### src/rtl/intAggPkg.sv
package intAggPkg;
  localparam int NUM_CORE = 3;
  localparam int NUM_TOP  = 2;
  localparam int CTRL_W   = 2 * NUM_CORE;

  localparam int ADR_CTRL    = 0;
  localparam int ADR_FLAGS   = 1;
  localparam int ADR_TOP     = 2;
  localparam int ADR_MASK    = 3;
  localparam int ADR_UNMASK  = 4;
  localparam int ADR_MASKSET = 5;

  typedef struct packed {
    logic                ctrlWr;
    logic [NUM_CORE-1:0] enVal;
    logic [NUM_CORE-1:0] clrFlags;
    logic [NUM_CORE-1:0] setFlags;
    logic [NUM_TOP-1:0]  w1cTop;
    logic [NUM_TOP-1:0]  unmask;
    logic [NUM_TOP-1:0]  maskSet;
    logic                slvSet;
    logic                softClr;
  } aggStrobes_t;
endpackage

### src/rtl/intAggControl.sv
module intAggControl
  import intAggPkg::*;
#(
  parameter int ADDR_W = 3
) (
  input  logic              wrEn,
  input  logic [ADDR_W-1:0] wrAddr,
  input  logic [CTRL_W-1:0] wrData,
  input  logic              doneEvt,
  input  logic              contFaultInj,
  input  logic              healthFaultInj,
  input  logic              slvErrEvt,
  input  logic              oscEnable,
  input  logic              reseedEnable,
  input  logic              blockReset,
  input  logic              softReset,
  input  logic              legacyMode,
  input  logic              legacyContEn,
  output aggStrobes_t       stb
);
  logic faultOk;
  logic contOk;

  always_comb begin
    faultOk = oscEnable & reseedEnable & ~blockReset & ~softReset;
    contOk  = faultOk & (~legacyMode | legacyContEn);

    stb          = '0;
    stb.setFlags = {healthFaultInj & faultOk, contFaultInj & contOk, doneEvt};
    stb.slvSet   = slvErrEvt;
    stb.softClr  = softReset;

    if (wrEn) begin
      if (wrAddr == ADDR_W'(ADR_CTRL)) begin
        stb.ctrlWr   = 1'b1;
        stb.enVal    = wrData[NUM_CORE-1:0];
        stb.clrFlags = wrData[CTRL_W-1:NUM_CORE];
      end
      if (wrAddr == ADDR_W'(ADR_TOP))     stb.w1cTop  = wrData[NUM_TOP-1:0];
      if (wrAddr == ADDR_W'(ADR_UNMASK))  stb.unmask  = wrData[NUM_TOP-1:0];
      if (wrAddr == ADDR_W'(ADR_MASKSET)) stb.maskSet = wrData[NUM_TOP-1:0];
    end
  end
endmodule

### src/rtl/intAggDatapath.sv
module intAggDatapath
  import intAggPkg::*;
#(
  parameter int ADDR_W = 3
) (
  input  logic                clk,
  input  logic                rstN,
  input  aggStrobes_t         stb,
  input  logic [ADDR_W-1:0]   rdAddr,
  output logic [NUM_CORE-1:0] rdData,
  output logic [NUM_CORE-1:0] coreFlags,
  output logic                irq
);
  logic [NUM_CORE-1:0] flags, flagsNext;
  logic [NUM_CORE-1:0] en, enNext;
  logic                coreBit, coreNext;
  logic                slvBit, slvNext;
  logic [NUM_TOP-1:0]  mask, maskNext;
  logic [NUM_TOP-1:0]  topStatus;

  assign topStatus = {slvBit, coreBit};
  assign coreFlags = flags;

  always_comb begin
    flagsNext = stb.softClr ? '0 : ((flags & ~stb.clrFlags) | stb.setFlags);
    enNext    = stb.ctrlWr ? stb.enVal : en;
    if (stb.softClr)
      coreNext = 1'b0;
    else if ((flagsNext != flags) || (enNext != en))
      coreNext = |(flagsNext & enNext);
    else
      coreNext = coreBit & ~stb.w1cTop[0];
    slvNext  = stb.slvSet | (slvBit & ~stb.w1cTop[1]);
    maskNext = (mask & ~stb.unmask) | stb.maskSet;
  end

  always_ff @(posedge clk or negedge rstN) begin
    if (!rstN) begin
      flags   <= '0;
      en      <= '0;
      coreBit <= 1'b0;
      slvBit  <= 1'b0;
      mask    <= '1;
      irq     <= 1'b0;
    end else begin
      flags   <= flagsNext;
      en      <= enNext;
      coreBit <= coreNext;
      slvBit  <= slvNext;
      mask    <= maskNext;
      irq     <= |(topStatus & ~mask);
    end
  end

  always_comb begin
    rdData = '0;
    if (rdAddr == ADDR_W'(ADR_CTRL))  rdData = en;
    if (rdAddr == ADDR_W'(ADR_FLAGS)) rdData = flags;
    if (rdAddr == ADDR_W'(ADR_TOP))   rdData = NUM_CORE'(topStatus);
    if (rdAddr == ADDR_W'(ADR_MASK))  rdData = NUM_CORE'(mask);
  end

  assert_clear_done_R3: assert property (@(posedge clk) disable iff (!rstN)
    (stb.clrFlags[0] && !stb.setFlags[0]) |=> !flags[0]);

  assert_sticky_health_R2: assert property (@(posedge clk) disable iff (!rstN)
    (flags[2] && !stb.clrFlags[2] && !stb.softClr) |=> flags[2]);

  assert_unmask_core_R6: assert property (@(posedge clk) disable iff (!rstN)
    (stb.unmask[0] && !stb.maskSet[0]) |=> !mask[0]);

  assert_soft_clear_R10: assert property (@(posedge clk) disable iff (!rstN)
    stb.softClr |=> (flags == '0 && !coreBit));

  assert_masked_quiet_R7: assert property (@(posedge clk) disable iff (!rstN)
    (mask == '1) |=> !irq);
endmodule

### src/rtl/intAggTop.sv
module intAggTop
  import intAggPkg::*;
#(
  parameter int ADDR_W = 3
) (
  input  logic              clk,
  input  logic              rstN,
  input  logic              wrEn,
  input  logic [ADDR_W-1:0] wrAddr,
  input  logic [5:0]        wrData,
  input  logic [ADDR_W-1:0] rdAddr,
  output logic [2:0]        rdData,
  input  logic              doneEvt,
  input  logic              contFaultInj,
  input  logic              healthFaultInj,
  input  logic              slvErrEvt,
  input  logic              oscEnable,
  input  logic              reseedEnable,
  input  logic              blockReset,
  input  logic              softReset,
  input  logic              legacyMode,
  input  logic              legacyContEn,
  output logic              irq
);
  aggStrobes_t         stb;
  logic [NUM_CORE-1:0] coreFlags;

  intAggControl #(.ADDR_W(ADDR_W)) uCtrl (
    .wrEn(wrEn), .wrAddr(wrAddr), .wrData(wrData),
    .doneEvt(doneEvt), .contFaultInj(contFaultInj), .healthFaultInj(healthFaultInj),
    .slvErrEvt(slvErrEvt), .oscEnable(oscEnable), .reseedEnable(reseedEnable),
    .blockReset(blockReset), .softReset(softReset),
    .legacyMode(legacyMode), .legacyContEn(legacyContEn), .stb(stb)
  );

  intAggDatapath #(.ADDR_W(ADDR_W)) uData (
    .clk(clk), .rstN(rstN), .stb(stb), .rdAddr(rdAddr),
    .rdData(rdData), .coreFlags(coreFlags), .irq(irq)
  );

  assert_osc_gate_R8: assert property (@(posedge clk) disable iff (!rstN)
    (!oscEnable && !coreFlags[2]) |=> !coreFlags[2]);

  assert_blk_gate_R8: assert property (@(posedge clk) disable iff (!rstN)
    (blockReset && !coreFlags[1]) |=> !coreFlags[1]);

  assert_legacy_cont_R9: assert property (@(posedge clk) disable iff (!rstN)
    (legacyMode && !legacyContEn && !coreFlags[1]) |=> !coreFlags[1]);
endmodule

### config.mk
export PLATFORM = sky130hd
export DESIGN_NAME = intAggTop
export DESIGN_NICKNAME = d
export VERILOG_FILES = /design/src/rtl/intAggPkg.sv /design/src/rtl/intAggControl.sv /design/src/rtl/intAggDatapath.sv /design/src/rtl/intAggTop.sv
export SDC_FILE = /design/constraint.sdc
export NUM_CORES = 1
export LEC_CHECK = 0
export CORE_MARGIN = 3
export CORE_UTILIZATION = 41
export CTS_CLUSTER_SIZE = 20
export DETAILED_ROUTE_END_ITERATION = 16
export PLACE_DENSITY = 0.81
export SLEW_MARGIN = 20
export SYNTH_ARGS = -nofsm -noshare
export SYNTH_HDL_FRONTEND = slang
export SYNTH_SLANG_ARGS = --single-unit
### constraint.sdc
create_clock -name clk -period 1.9 [get_ports clk]
set_input_delay 0.57 -clock clk [delete_from_list [all_inputs] [get_ports clk]]
set_output_delay 0.57 -clock clk [all_outputs]
set_load 0.05 [all_outputs]
* After elaboration in Yosys (flattened, before gate mapping)
Index checks and enable logic that the tools add are counted.
** Storage, ports and cells
- Register bits after elaboration :: 11
- Input bits :: 25
- Output and inout port bits :: 4
- Logic and storage cells :: 57
** Cells by class
- Equality and inequality tests :: 8
- Mux-type cells :: 14
- Bitwise operators :: 24
- Reduce and logical (&&, ||, !) cells :: 5
** Operators with widths (count)
- $mux W3 :: 6
- $mux W7 :: 2
- $eq A3 B2 Y1 const B :: 3
- $and A1 B1 Y1 :: 8
- $and A3 B3 Y3 :: 2
- $eq A3 B3 Y1 const B :: 2
- $logic_not A3 Y1 :: 2
- $mux W2 :: 3
- $mux W6 :: 1
- $ne A3 B3 Y1 :: 2
- $not A1 Y1 :: 5
- $and A2 B2 Y2 :: 2
- $not A2 Y2 :: 2
- $eq A3 B1 Y1 const B :: 1
- $not A3 Y3 :: 1
- $or A3 B3 Y3 :: 1
- $reduce_or A3 Y1 :: 1
- $mux W1 :: 2
- $or A1 B1 Y1 :: 2
- $or A2 B2 Y2 :: 1
- $reduce_or A2 Y1 :: 1
- $logic_or A1 B1 Y1 :: 1

* Logic depth before layout (Yosys ltp)
Gate-level depths: netlist (run 1).
- Depth after elaboration :: 11
- Gate-level depth with buffers :: 5
- Mapped depth without buffers :: 5

* Hierarchy
From an unflattened synthesis (run 1), not the netlist that was laid out.
** Unflattened totals
- Cells, all modules :: 77
- Area total of the unflattened synthesis :: 802.0 sq um
** Modules (own cells, without submodules)
- intAggDatapath :: times used 1, cells an instance 55, area each 618.1 sq um, sequential area each 277.8 sq um
- intAggControl :: times used 1, cells an instance 22, area each 183.9 sq um, sequential area each 0.0 sq um

* Worst setup path after synthesis (run 1)
OpenSTA, ideal clock, no wires.
- Path type :: input to output
- From :: input rdAddr[0]
- To :: output rdData[2]
- Arrival :: 1.719 ns
- Required time :: 1.330 ns
- Slack :: -0.389 ns
- Stages on the path :: 2
- Path through :: mux2i_1 -> nor3_1
** On the way
- Longest elaborated chain between the ends :: 5
- Elaborated cells on any way between the ends :: 8
** RTL lines
- start, declared :: RTL line intAggTop.sv:11 : input logic [ADDR_W-1:0] rdAddr,
- $logic_not A3 Y1 :: RTL line intAggDatapath.sv:57 : if (rdAddr == ADDR_W'(ADR_CTRL)) rdData = en;
- $mux W3 :: RTL line intAggDatapath.sv:57
- $mux W3 :: RTL line intAggDatapath.sv:58 : if (rdAddr == ADDR_W'(ADR_FLAGS)) rdData = flags;
- $mux W3 :: RTL line intAggDatapath.sv:59 : if (rdAddr == ADDR_W'(ADR_TOP)) rdData = NUM_CORE'(topStatus);
- $mux W3 (*) :: RTL line intAggDatapath.sv:60 : if (rdAddr == ADDR_W'(ADR_MASK)) rdData = NUM_CORE'(mask);
- end, declared :: RTL line intAggTop.sv:12 : output logic [2:0] rdData,
Mark *: on every way between the ends. The rest lies on a longest branch, timed or not.

* Worst setup path in the final report (run 1)
- From :: register uData.en[0]
- To :: output rdData[0]
** On the way
- Longest elaborated chain between the ends :: 4
** RTL lines
- start, declared :: RTL line intAggDatapath.sv:15 : logic [NUM_CORE-1:0] en, enNext;
- start signal, assigned :: RTL line intAggDatapath.sv:47 : en <= enNext;
- $mux W3 :: RTL line intAggDatapath.sv:57
- $mux W3 :: RTL line intAggDatapath.sv:58
- $mux W3 :: RTL line intAggDatapath.sv:59
- $mux W3 :: RTL line intAggDatapath.sv:60
Every way passes these cells.

==> results of run 1 <==
[worst register-to-register path: stages, from the launching register on]
cell and delay (ps):
dfrtp_1 400, buf_4 140, buf_4 130, xor2_1 150
nor3_1 200, o221a_2 230, o211ai_1 110, a311oi_2 210
[area by class of cell]
class	count	share of cell area
Timing Repair Buffer	44	0.3510
Sequential cell	11	0.2313
Tap cell	16	0.01667
Inverter	5	0.01563
Clock buffer	4	0.02188
Multi-Input combinational cell	53	0.3635
[layer usage]
layer / track usage / up-vias / wire length (um)
met2: 0.3529 / 23 / 1104
li1: - / 355 / -
met4: 0.1828 / 0 / 91
met1: 0.2547 / 353 / 872
met5: 0 / - / 0
met3: 0.03383 / 7 / 80
[cells in the final DEF (no fill, tap or decap), types with 2 or more instances in the layout]
| cell type | synthesis | layout |
|---|---|---|
| clkdlybuf4s50_1 | 0 | 17 |
| buf_4 | 0 | 15 |
| nand2_1 | 14 | 14 |
| dfrtp_1 | 9 | 9 |
| inv_1 | 5 | 5 |
| dlygate4sd2_1 | 0 | 5 |
| buf_6 | 0 | 4 |
| a21oi_1 | 3 | 3 |
| xor2_1 | 3 | 3 |
| clkbuf_4 | 0 | 3 |
| mux2_2 | 2 | 2 |
| nor2_1 | 2 | 2 |
| mux4_2 | 2 | 2 |
| nor2b_4 | 0 | 2 |
| buf_8 | 0 | 2 |
| dfstp_2 | 2 | 2 |
[power groups by stage]
| stage | Sequential, W | Combinational [W] | Clock (W) |
|---|---|---|---|
| final | 0.000301 | 0.000280 | 0.000166 |
| after global routing | 0.000305 | 0.000300 | 0.000183 |
| after CTS | 0.000299 | 0.000274 | 0.000171 |
| after detailed placement | 0.000305 | 0.000258 | 0 |
| after global placement | 0.000303 | 0.000249 | 0 |
| after floorplan | 0.000314 | 0.000117 | 0 |
[cell usage after synthesis (2+ instances only)]
library cell	count
dfstp_2	2
inv_1	5
nor2b_1	2
mux2_2	2
xor2_1	3
mux4_2	2
dfrtp_1	9
nor3_1	2
a21oi_1	3
nor2_1	2
nand2_1	14
[metrics by stage]
stage / cells / power (W) / hold slack [ps] / instance area [um^2] / util
after global routing: 133 / 0.0007882 / 578.0 / 1201 / 0.7705
final: 133 / 0.0007469 / 528.2 / 1201 / 0.7705
after global placement: 125 / 0.0005514 / 497.9 / 1122 / 0.7199
after floorplan: 69 / 0.0004308 / 274.4 / 729.5 / -
after detailed placement: 125 / 0.0005634 / 504.3 / 1122 / 0.7199
after CTS: 131 / 0.0007447 / 519.9 / 1186 / 0.7608
[logic make-up (layout without fill, tap and decap cells)]
kind of cell           Yosys count  in the layout  synth area share
multiplexers                     5              5            0.1093
buffers and inverters            5             53           0.02646
flip-flops                      11             11            0.3915
AO/OA/AOI/OAI                   16             16            0.1887
AND/OR/NAND/NOR                 29             29            0.2469
XOR/XNOR                         3              3           0.03704
[state kept, by name, summed over array words and instances (netlist names)]
register / count
uData.irq: 1
uData.mask: 2
uData.slvBit: 1
uData.coreBit: 1
uData.en: 3
uData.coreFlags: 3
[what timing repair did]
item                       4_1_cts  5_1_grt
setup buffers                    2        2
setup endpoints to repair        4        4
pin swaps                        1        1
gates resized for setup         24        0
hold endpoints to repair         0        0
[how the worst max path moves through the flow]
stage,end,slack [ps],depth (start not counted)
global route,rdData[0],-180,3
detailed placement,rdData[0],-630,4
global placement,rdData[0],-590,4
CTS,rdData[0],-140,3
floorplan,rdData[2],40,2
finish,rdData[0],-130,3
==> out/metrics.cfg, run 1 <==
[timing]
tns_ps=-217.4
fmax_ghz=0.4926
worst_slew_pin_slew_ps=482.6
drv_slew=0
rsz0062_at_grt=true
max-slew-margin-rel=0.6773
finalCriticalPeriod_ps=2030
finalWorstSetupSlack_ps=-129.9
fin_crit_sh=1.068
fin_skew_ps=4.640
finalSetupViolCount=2
timing_hold_violations_final=0

[global_route]
gr-total-overflow=0
antenna_found_initial=0
gr-usage-all-layers=0.2195
grt_max_degree=12
grt_pass1_vias=727
grt_pass1_wl_um=3256

[setup_path]
crit_slowest_cell=mux4_2
timing.rr.start=uData.en[1]$_DFF_PN0_
path_cells=mux4_2 > nor2b_4 > buf_6
cp_top_family=multiplexers
critPathLaunch=uData.en[0]$_DFF_PN0_
cp-end-kind=output pin
worstSetupPathType=reg -> out
crit_fanout=3
cp.required_ps=1330
cp.arrival_ps=1460
r2r_end=uData.coreBit$_DFF_PN0_
cp_num_buf_inv=1
rr_worst_depth=7
start_kind=register
r2r_slack_ps=240
cp_slowest_stage_delay_ps=470

[power]
power_frac_seq=0.403
powerDensity_nw_per_um2=621.8
p_sw_w=0.0002367
pwr-share-comb=0.375
vdd.ir_drop.worst_uv=543.1
power_leakage_nw=0.5365
power_frac_clock=0.222
internal-power_w=0.0005102
switching_share=0.3169

[min_path]
hold_depth=1
holdCritStartpoint=uData.mask[0]$_DFF_PN1_
hold_path_class=reg -> reg
hold-path-endpoint=uData.irq$_DFF_PN0_

[synth]
synth_largest_area_cell=dfrtp_1
syn_avg_cell_area_um2=10.28
ys_ff_latch=11
syn_inst=69
synth_flop_cell=dfrtp_1
synth_warnings=0
yosys.area.top_type_share=0.3175
synth.distinct_cells=34
ys_seq_area_frac=0.3915
async_reset_ff_frac=1.000
synth_edf_count=0
synth_area_um2=709.4
yosys-top-cells-area=dfrtp_1 32%, dfstp_2 7.4%, nand2_1 7.4%
synth_fp_nets=94

[floorplan]
core_um2=1559
die_area_um2=2265
dieWidth_um=47.60
row_count=14
ios=29
start_util=0.4551
die_h_um=47.60

[drt]
first_iter_violations=21
wl_um=2148
vias_per_cell=5.549
ant_nets=0
drc=0
vias=738
first_pass_iters=4
wl_per_cell_um=16.15

[clock_network]
cts_tree=built
clock_latency_ps=280
numClockSinks=11
cts_buffer_depth=2
h-tree-depth=1
hold_buffers=0
cts_made_buffers=3
cts_root_buf=clkbuf_4
clk_pin_slew_worst_paths_ps=70

[run_status]
violations=setup timing
run_status=finished, violations left

[placement]
gp_congestion=0.8579
numPortBuffers=28
place_ws_ps=-628.8
dp_hpwl_um=1724

[run]
maxCapViolCount=0

[layout]
seqCellArea_um2=277.8
multi_input_area_um2=436.7
nFillCells=114
drive_above_1_share=0.3846
num_antenna_cells=0
fin_nets=143
area_growth_pct=69.31

No activity file was read; power rests on OpenSTA's default activity.
==> run 2: changes to the inputs <==
Settings changed: CELL_PAD_IN_SITES_DETAIL_PLACEMENT from default to 1, CELL_PAD_IN_SITES_GLOBAL_PLACEMENT from default to 1, CORE_UTILIZATION 41 to 31, PLACE_DENSITY 0.81 to 0.82.
==> run 2 against run 1 <==
The flow still finishes with violations (setup timing); clock power hardly changed; sequential share of layout area is 0.84 points lower; utilization is 17 points lower; largest cell class unchanged.
==> out/metrics.cfg, run 2 (same netlist as run 1, synthesis figures left out) <==
[run_status]
run_status=finished, violations left
violations=setup timing

[drt]
drc=0  ; unchanged
wl_um=2794  ; +30%
vias=777  ; +5.3%
vias_per_cell=5.215  ; -6.0%
wl_per_cell_um=18.75  ; +16%
first_iter_violations=15  ; -29%
ant_nets=0  ; unchanged
first_pass_iters=4  ; unchanged

[clock_network]
clk_pin_slew_worst_paths_ps=80  ; about the same
cts_buffer_depth=2  ; unchanged
numClockSinks=11  ; unchanged
cts_made_buffers=3  ; unchanged
cts_root_buf=clkbuf_4
cts_tree=built
h-tree-depth=1  ; unchanged
hold_buffers=0  ; unchanged
clock_latency_ps=280  ; about the same

[timing]
finalSetupViolCount=2  ; unchanged
tns_ps=-231.4  ; -13.91 ps
finalWorstSetupSlack_ps=-115.7  ; +14.17 ps
fin_skew_ps=8.891  ; +4.251 ps
max-slew-margin-rel=0.6507  ; -0.02654
drv_slew=0  ; unchanged
fmax_ghz=0.4961  ; +0.70%
worst_slew_pin_slew_ps=522.3  ; +39.69 ps
fin_crit_sh=1.061  ; -0.007459
finalCriticalPeriod_ps=2016  ; -14.17 ps
whs_ps=544.6  ; +16.34 ps
rsz0062_at_grt=true
timing_hold_violations_final=0  ; unchanged

[setup_path]
crit_slowest_cell=mux4_2
cp-end-kind=output pin
start_kind=register
worstSetupPathType=reg -> out
crit_fanout=2  ; -1
cp.arrival_ps=1450  ; about the same
cp_top_family=multiplexers
cp_slowest_stage_delay_ps=480  ; about the same
cp_num_buf_inv=1  ; unchanged
cp.required_ps=1330  ; about the same
path_cells=mux4_2 > nor2b_4 > buf_6

[power]
vdd.ir_drop.worst_uv=354.8  ; -35%
p_sw_w=0.0002556  ; +8.0%
power_frac_clock=0.216  ; -0.006
power_frac_seq=0.393  ; -0.010
powerDensity_nw_per_um2=613.6  ; -1.3%
power_leakage_nw=0.5603  ; +4.4%
internal-power_w=0.0005091  ; -0.22%
switching_share=0.3342  ; +0.01736
pwr-share-comb=0.392  ; +0.017
power_w=0.0007647  ; +2.4%

[placement]
numPortBuffers=28  ; unchanged
dp_hpwl_um=1890  ; +9.6%
placed_area_um2=1136  ; +1.2%
gp_congestion=0.7635  ; -11%

[min_path]
hold_path_class=reg -> reg

[layout]
drive_above_1_share=0.4754  ; +0.09079
num_antenna_cells=0  ; unchanged
layout_common_cells=22 x buf_4, 17 x clkdlybuf4s50_1, 14 x nand2_1
fin_nets=148  ; +3.5%
multi_input_area_um2=455.4  ; +4.3%
layout_commonest_cell=buf_4
seqCellArea_um2=277.8  ; unchanged
area_growth_pct=75.66
fin_area_um2=1246  ; +3.8%
nFillCells=241  ; +110%

[floorplan]
die_area_um2=2899  ; +28%
row_count=16  ; +2
core_um2=2062  ; +32%
die_h_um=53.84  ; +13%
ios=29  ; unchanged
start_util=0.3441  ; -0.1110
dieWidth_um=53.84  ; +13%

[global_route]
gr-total-overflow=0  ; unchanged
antenna_found_initial=0  ; unchanged
grt_pass1_wl_um=3546  ; +8.9%
grt_max_degree=12  ; unchanged
gr-usage-all-layers=0.1802  ; -0.03929
grt_pass1_vias=754  ; +3.7%

[run]
maxCapViolCount=0  ; unchanged

## run 2: per-stage QoR
stage	utilization	cells	setup WS (ps)
2_1_floorplan	-	69	35.10
3_3_place_gp	0.5510	136	-597.3
6_report	0.6044	149	-115.7
4_1_cts	0.5941	146	-104.3
5_1_grt	0.6044	149	-155.2
3_5_place_dp	0.5510	136	-630.1
## run 2: worst reg2reg max path, stage by stage, from the launching register on
cell	delay, ps
dfrtp_1	410
buf_4	160
xor2_1	160
nor3_1	260
o221a_2	240
o211ai_1	110
a311oi_2	230
## run 2: path summary, 6_finish.rpt
check | start | end | slack, ps | depth (start not counted)
max | uData.coreFlags[0]$_DFF_PN0_ | rdData[0] | -120 | 3
min | uData.mask[0]$_DFF_PN1_ | uData.irq$_DFF_PN0_ | 540 | 1
max reg2reg | uData.en[1]$_DFF_PN0_ | uData.coreBit$_DFF_PN0_ | 240 | 6
min reg2reg | uData.mask[0]$_DFF_PN1_ | uData.irq$_DFF_PN0_ | 540 | 1
max in group asynchronous | rstN | uData.mask[0]$_DFF_PN1_ | 910 | 1
min in group asynchronous | rstN | uData.slvBit$_DFF_PN0_ | 630 | 1
## run 2: power by group through the flow
stage / clock (W) / sequential (W) / combinational, W
global placement: 0 / 0.000302 / 0.000250
global route: 0.000186 / 0.000301 / 0.000319
detailed placement: 0 / 0.000306 / 0.000259
finish: 0.000165 / 0.000300 / 0.000299
CTS: 0.000170 / 0.000298 / 0.000277
floorplan: 0 / 0.000314 / 0.000117
## run 2: area by class of cell
cell class	instances	share of cell area
well taps	27	0.02711
clock buffers	3	0.01807
clock inverters	1	0.004016
repair buffers	49	0.3474
inverters	5	0.01506
multi-input cells	53	0.3655
flip-flops and latches	11	0.2229
## run 2: layer usage
layer / global-route usage / up-vias / routed length, um
met3: 0.04432 / 4 / 84
met1: 0.2048 / 379 / 1088
li1: - / 367 / -
met4: 0.07660 / 0 / 33
met5: 0 / - / 0
met2: 0.3165 / 27 / 1588
## run 2: timing repair
| item | CTS | global route |
|---|---|---|
| endpoints found under the setup margin | 4 | 4 |
| buffers inserted | 6 | 3 |
| pin swaps | 4 | 4 |
| resized for setup | 22 | 7 |
